<file path="src/rtl/bkpt_pkg.sv">
`timescale 1ns/1ps
package bkpt_pkg;
  typedef enum logic [1:0] {
    OP_IDLE   = 2'd0,
    OP_CLEAR  = 2'd1,
    OP_REMOVE = 2'd2,
    OP_ADD    = 2'd3
  } op_e;
endpackage

</file>
<file path="src/rtl/bkpt_store.sv">
`timescale 1ns/1ps
module bkpt_store #(
  parameter int DEPTH  = 16,
  parameter int ADDR_W = 32,
  parameter int TYPE_W = 2,
  localparam int IDX_W = $clog2(DEPTH),
  localparam int CNT_W = $clog2(DEPTH + 1)
) (
  input  logic                           clk_i,
  input  logic                           rst_ni,
  input  logic                           wr_en_i,
  input  logic [CNT_W-1:0]               wr_idx_i,
  input  logic [ADDR_W-1:0]              wr_addr_i,
  input  logic [TYPE_W-1:0]              wr_type_i,
  input  logic                           sh_en_i,
  input  logic [IDX_W-1:0]               sh_idx_i,
  output logic [DEPTH-1:0][ADDR_W-1:0]   addr_o,
  output logic [DEPTH-1:0][TYPE_W-1:0]   type_o
);
  for (genvar g = 0; g < DEPTH; g++) begin : g_slot
    logic shift_here;
    assign shift_here = sh_en_i && (IDX_W'(g) >= sh_idx_i);
    if (g < DEPTH - 1) begin : g_mid
      always_ff @(posedge clk_i or negedge rst_ni) begin
        if (!rst_ni) begin
          addr_o[g] <= '0;
          type_o[g] <= '0;
        end else if (shift_here) begin
          addr_o[g] <= addr_o[g+1];
          type_o[g] <= type_o[g+1];
        end else if (wr_en_i && wr_idx_i == CNT_W'(g)) begin
          addr_o[g] <= wr_addr_i;
          type_o[g] <= wr_type_i;
        end
      end
    end else begin : g_top
      // top slot has no source above; a shift leaves it stale (outside count)
      always_ff @(posedge clk_i or negedge rst_ni) begin
        if (!rst_ni) begin
          addr_o[g] <= '0;
          type_o[g] <= '0;
        end else if (!shift_here && wr_en_i && wr_idx_i == CNT_W'(g)) begin
          addr_o[g] <= wr_addr_i;
          type_o[g] <= wr_type_i;
        end
      end
    end
  end
endmodule

</file>
<file path="src/rtl/bkpt_find.sv">
`timescale 1ns/1ps
module bkpt_find #(
  parameter int DEPTH      = 16,
  parameter int ADDR_W     = 32,
  parameter int TYPE_W     = 2,
  parameter bit MATCH_TYPE = 1'b0,
  localparam int IDX_W = $clog2(DEPTH),
  localparam int CNT_W = $clog2(DEPTH + 1)
) (
  input  logic [DEPTH-1:0][ADDR_W-1:0] addr_i,
  input  logic [DEPTH-1:0][TYPE_W-1:0] type_i,
  input  logic [CNT_W-1:0]             count_i,
  input  logic [ADDR_W-1:0]            key_addr_i,
  input  logic [TYPE_W-1:0]            key_type_i,
  output logic                         hit_o,
  output logic [IDX_W-1:0]             idx_o,
  output logic [TYPE_W-1:0]            type_o
);
  logic [DEPTH-1:0] match;

  for (genvar g = 0; g < DEPTH; g++) begin : g_cmp
    logic live, addr_eq;
    assign live    = CNT_W'(g) < count_i;
    assign addr_eq = addr_i[g] == key_addr_i;
    if (MATCH_TYPE) begin : g_full
      assign match[g] = live && addr_eq && (type_i[g] == key_type_i);
    end else begin : g_addr
      logic unused_key;
      assign unused_key = ^key_type_i;
      assign match[g]   = live && addr_eq;
    end
  end

  // lowest index wins
  always_comb begin
    hit_o  = 1'b0;
    idx_o  = '0;
    type_o = '0;
    for (int i = DEPTH - 1; i >= 0; i--) begin
      if (match[i]) begin
        hit_o  = 1'b1;
        idx_o  = IDX_W'(i);
        type_o = type_i[i];
      end
    end
  end
endmodule

</file>
<file path="src/rtl/bkpt_table.sv">
`timescale 1ns/1ps
module bkpt_table #(
  parameter int DEPTH  = 16,
  parameter int ADDR_W = 32,
  parameter int TYPE_W = 2,
  localparam int IDX_W = $clog2(DEPTH),
  localparam int CNT_W = $clog2(DEPTH + 1)
) (
  input  logic              clk_i,
  input  logic              rst_ni,
  input  logic              clear_i,
  input  logic              add_req_i,
  input  logic [ADDR_W-1:0] add_addr_i,
  input  logic [TYPE_W-1:0] add_type_i,
  output logic              add_ready_o,
  input  logic              rm_req_i,
  input  logic [ADDR_W-1:0] rm_addr_i,
  input  logic [TYPE_W-1:0] rm_type_i,
  output logic              rm_ready_o,
  output logic              rm_done_o,
  output logic              rm_ok_o,
  output logic              add_drop_o,
  output logic              full_o,
  output logic [CNT_W-1:0]  count_o,
  input  logic [ADDR_W-1:0] lookup_addr_i,
  output logic [TYPE_W-1:0] lookup_type_o
);
  import bkpt_pkg::*;

  op_e                         op;
  logic [CNT_W-1:0]            count_q;
  logic [DEPTH-1:0][ADDR_W-1:0] ent_addr;
  logic [DEPTH-1:0][TYPE_W-1:0] ent_type;
  logic                        wr_en, sh_en, is_full;
  logic                        rm_hit, lk_hit;
  logic [IDX_W-1:0]            rm_idx, lk_idx;
  logic [TYPE_W-1:0]           rm_type_unused, lk_type;
  logic                        drop_q, done_q, ok_q;

  always_comb begin
    if (clear_i)        op = OP_CLEAR;
    else if (rm_req_i)  op = OP_REMOVE;
    else if (add_req_i) op = OP_ADD;
    else                op = OP_IDLE;
  end

  assign rm_ready_o  = !clear_i;
  assign add_ready_o = !clear_i && !rm_req_i;
  assign is_full     = count_q == CNT_W'(DEPTH);
  assign wr_en       = (op == OP_ADD) && !is_full && (add_type_i != '0);
  assign sh_en       = (op == OP_REMOVE) && rm_hit;

  bkpt_store #(.DEPTH(DEPTH), .ADDR_W(ADDR_W), .TYPE_W(TYPE_W)) u_store (
    .clk_i     (clk_i),
    .rst_ni    (rst_ni),
    .wr_en_i   (wr_en),
    .wr_idx_i  (count_q),
    .wr_addr_i (add_addr_i),
    .wr_type_i (add_type_i),
    .sh_en_i   (sh_en),
    .sh_idx_i  (rm_idx),
    .addr_o    (ent_addr),
    .type_o    (ent_type)
  );

  bkpt_find #(.DEPTH(DEPTH), .ADDR_W(ADDR_W), .TYPE_W(TYPE_W), .MATCH_TYPE(1'b1)) u_rm_find (
    .addr_i     (ent_addr),
    .type_i     (ent_type),
    .count_i    (count_q),
    .key_addr_i (rm_addr_i),
    .key_type_i (rm_type_i),
    .hit_o      (rm_hit),
    .idx_o      (rm_idx),
    .type_o     (rm_type_unused)
  );

  bkpt_find #(.DEPTH(DEPTH), .ADDR_W(ADDR_W), .TYPE_W(TYPE_W), .MATCH_TYPE(1'b0)) u_lk_find (
    .addr_i     (ent_addr),
    .type_i     (ent_type),
    .count_i    (count_q),
    .key_addr_i (lookup_addr_i),
    .key_type_i ('0),
    .hit_o      (lk_hit),
    .idx_o      (lk_idx),
    .type_o     (lk_type)
  );

  logic unused_ok;
  assign unused_ok = ^{lk_idx, rm_type_unused};

  always_ff @(posedge clk_i or negedge rst_ni) begin
    if (!rst_ni) begin
      count_q <= '0;
      drop_q  <= 1'b0;
      done_q  <= 1'b0;
      ok_q    <= 1'b0;
    end else begin
      if (op == OP_CLEAR) count_q <= '0;
      else if (wr_en)     count_q <= count_q + 1'b1;
      else if (sh_en)     count_q <= count_q - 1'b1;
      drop_q <= (op == OP_ADD) && is_full;
      done_q <= op == OP_REMOVE;
      ok_q   <= sh_en;
    end
  end

  assign count_o       = count_q;
  assign full_o        = is_full;
  assign add_drop_o    = drop_q;
  assign rm_done_o     = done_q;
  assign rm_ok_o       = ok_q;
  assign lookup_type_o = lk_hit ? lk_type : '0;
endmodule

</file>
<file path="config.mk">
export PLATFORM = sky130hd
export DESIGN_NAME = bkpt_table
export DESIGN_NICKNAME = d
export VERILOG_FILES = /design/src/rtl/bkpt_pkg.sv /design/src/rtl/bkpt_store.sv /design/src/rtl/bkpt_find.sv /design/src/rtl/bkpt_table.sv
export SDC_FILE = /design/constraint.sdc
export NUM_CORES = 2
export LEC_CHECK = 0
export BUFFER_PORTS_ARGS = -buffer_cell sky130_fd_sc_hd__buf_2
export CAP_MARGIN = 0
export CORE_ASPECT_RATIO = 1.75
export CORE_UTILIZATION = 40
export DETAILED_ROUTE_END_ITERATION = 8
export GPL_ROUTABILITY_DRIVEN = 0
export PLACE_DENSITY_LB_ADDON = 0.08
export SETUP_SLACK_MARGIN = 0.05
export SYNTH_ARGS = -nofsm -noshare
export SYNTH_HDL_FRONTEND = slang
export SYNTH_SLANG_ARGS = --single-unit
</file>
<file path="constraint.sdc">
create_clock -name clk_i -period 6.7 [get_ports clk_i]
set_clock_uncertainty 0.2 [all_clocks]
set_input_delay 0.67 -clock clk_i [delete_from_list [all_inputs] [get_ports clk_i]]
set_output_delay 0.67 -clock clk_i [all_outputs]
set_load 0.005 [all_outputs]
</file>
==> impl_metrics.py <==
metrics = {
    "timing": {
        "finalHoldViolCount": 0,
        "tightest_slew_ns": 1.33,
        "finalCriticalPeriod_ns": 5.47,
        "setup_viol": 0,
        "clock.fmax_mhz": 183,
        "relSlewSlack_pct": 11.2,
        "tns_ns": 0,
        "whs_ns": 0.0324,
        "maxSlewViolCount": 0,
        "min_period_over_period_pct": 81.6,
        "setup_slack_ns": 1.23,
        "rsz0062_at_grt": "false",
    },
    "min_path": {
        "hp-class": "input port to flip-flop",
        "hold_end": "add_drop_o$_DFF_PN0_",
        "hold_start": "add_req_i",
        "min_path_cells": 2,
    },
    "placed_design": {
        "numPortBuffers": 117,
        "dp_hpwl_um": 161000,
        "post-place-ws_ns": 1.05,
        "place_area_um2": 41600,
        "dp.cells": 5748,
    },
    "clocking": {
        "tritoncts": "built",
        "htreeDepth": 2,
        "root_buffer": "clkbuf_16",
        "clock_path_buffers": 3,
        "cts_made_buffers": 60,
        "clock_sinks": 552,
        "cts_setup_buffers": 0,
        "clk-insertion-delay-late_ns": 0.70,
        "path_clk_slew_ns": 0.08,
    },
    "routing": {
        "first_iter_violations": 5317,
        "wl_met2_um": 101000,
        "dr.pass1.iters": 8,
        "drtAntennaViolNets": 0,
        "wl_met1_um": 78700,
        "wl_per_cell_um": 41.1,
        "vias_per_cell": 6.87,
        "wl_met3_um": 29900,
        "route.detailed.drc": 0,
        "top_layer": "met5",
        "wl_um": 241000,
        "vias": 40269,
    },
    "global_routing": {
        "antenna_found_initial": 11,
        "grt_pass1_vias": 39026,
        "grt_max_degree": 147,
        "track_usage_pct": 47.7,
        "grt_pass1_wl_um": 327000,
        "grt_overflow": 0,
    },
    "yosys": {
        "yosysTopAreaCell": "dfrtp_1",
        "ys_types": 74,
        "async_reset_ff_share_pct": 100,
        "yosysWarningCount": 0,
        "syn_area_per_cell_um2": 8.69,
        "synth_seq_cells": 552,
        "synth_area_leaders": "dfrtp_1 35%, xor2_1 12%, xnor2_1 12%",
        "synth_cells": 4590,
        "yosys.area.top_type_share_pct": 34.6,
        "synth-edff-count": 0,
        "netlist_top_cells_count": "820 x nand2_1, 552 x dfrtp_1, 535 x xor2_1",
        "syn_nets": 4700,
        "synth.most_common_cell": "nand2_1",
        "synth_ff_type": "dfrtp_1",
        "netlist_area_um2": 39900,
        "ys_seq_area_share_pct": 34.6,
    },
    "final_layout": {
        "finalNonFillerCells": 5861,
        "syn_to_final_growth_pct": 9.28,
        "nets": 4613,
        "fin_area_um2": 43600,
        "post-route-util_pct": 44.2,
        "drive_gt1_share_pct": 10.1,
    },
    "die": {
        "dieArea_um2": 101000,
        "core_region_area_um2": 98500,
        "start_util_pct": 40.5,
        "die_h_um": 420,
        "die_w_um": 241,
        "ios": 118,
        "fp-row-count": 152,
    },
    "worst_setup_path": {
        "r2r_cells": 11,
        "arrival_ns": 5.85,
        "r2r_end": "u_store.addr_o[450]$_DFFE_PN0P_",
        "crit_required_ns": 7.08,
        "r2r-start": "count_o[2]$_DFFE_PN0P_",
        "cp-start-kind": "flip-flop",
        "crit_fanout": 34,
        "crit_path_end_kind": "flip-flop",
        "r2r_slack_ns": 1.23,
        "critical_path_class": "flip-flop to flip-flop",
    },
    "power": {
        "peakVddDrop_mv": 0.210,
        "p_leak_nw": 20.1,
        "report.power.total_mw": 8.73,
        "powerDensity_nw_per_um2": 200,
    },
    "outcome": {
        "status": "finished, final reports clean",
    },
    "flow_run": {
        "max_cap_violations": 0,
    },
}
critical path, stage by stage (launching register included):
cell      delay [ns]
dfrtp_1         0.58
buf_4           0.31
or3_1           0.44
a21oi_1         0.56
nor3_1          0.15
nand3_1         0.49
nand2b_1        0.45
or3_4           0.48
o31a_2          0.62
o21ai_2         0.18
buf_4           0.43
mux2_2          0.40
final cells by class:
class                           instances  area [um2]
Inverter                               12        45.0
Antenna cell                            6        15.0
Tap cell                             1309        1640
Clock inverter                         19         231
Sequential cell                       552       13800
Multi-Input combinational cell       3607       24300
Timing Repair Buffer                  270        1820
Fill cell                            9961       54900
Clock buffer                           86        1730
routing by layer:
layer	up-vias	GRT usage, %
met5	-	0.0994
met4	8	49.2
met3	1426	16.7
li1	15977	-
met2	3143	69.4
met1	19715	52.4
sequential cells by signal (all words and copies together) (netlist names):
register,cells
u_store.type_o,32
add_drop_o,1
rm_done_o,1
count_o,5
u_store.addr_o,512
rm_ok_o,1
layout by cell type, fill, tap and decap left out, types with 89 or more instances in the layout:
cell     synthesis  layout
nand4_1        292     292
a22oi_1        191     191
xor2_1         535     535
xnor2_1        525     525
a22o_1         138     138
nand3_1        115     115
nand2_1        820     819
a21oi_1        104     104
buf_2           58     116
a21o_1          89      89
nor4_1         201     199
dfrtp_1        552     552
buf_4           39     146
a31oi_1         92      91
cell families (layout without fill, tap and decap cells):
group	count (synthesis)	after routing	share of synthesized area [%]
and+or+nand+nor	1711	1711	21.2
xor gates and xnor gates	1062	1062	23.4
AOI/OAI and AO/OA	728	728	13.2
DFF	552	552	34.6
buffers and inverters	431	387	4.79
muxes	101	101	2.73
adders and majority gates	5	5	0.157
other	0	6	0
worst max-delay path by stage:
stage	start	to	slack (ns)
final	count_o[2]$_DFFE_PN0P_	u_store.addr_o[450]$_DFFE_PN0P_	1.23
after global routing	count_o[2]$_DFFE_PN0P_	u_store.addr_o[463]$_DFFE_PN0P_	1.12
after CTS	count_o[2]$_DFFE_PN0P_	u_store.addr_o[459]$_DFFE_PN0P_	1.38
after detailed placement	rm_addr_i[8]	u_store.addr_o[459]$_DFFE_PN0P_	1.05
after global placement	rm_addr_i[8]	u_store.addr_o[469]$_DFFE_PN0P_	1.19
after floorplan	lookup_addr_i[11]	lookup_type_o[0]	2.73
timing repair:
| action | in CTS | in global routing |
|---|---|---|
| hold buffers | 1 | 0 |
| resized for setup | 0 | 0 |
| endpoints found under the hold margin | 88 | 0 |
report_power, final:
part,leakage (nW),internal [mW],switching (mW)
Sequential,7.62,3.44,0.223
Clock,0.974,1.97,1.59
Combinational,11.5,0.428,1.08
Total,20.1,5.84,2.89
No activity file was read; power rests on OpenSTA's default activity.
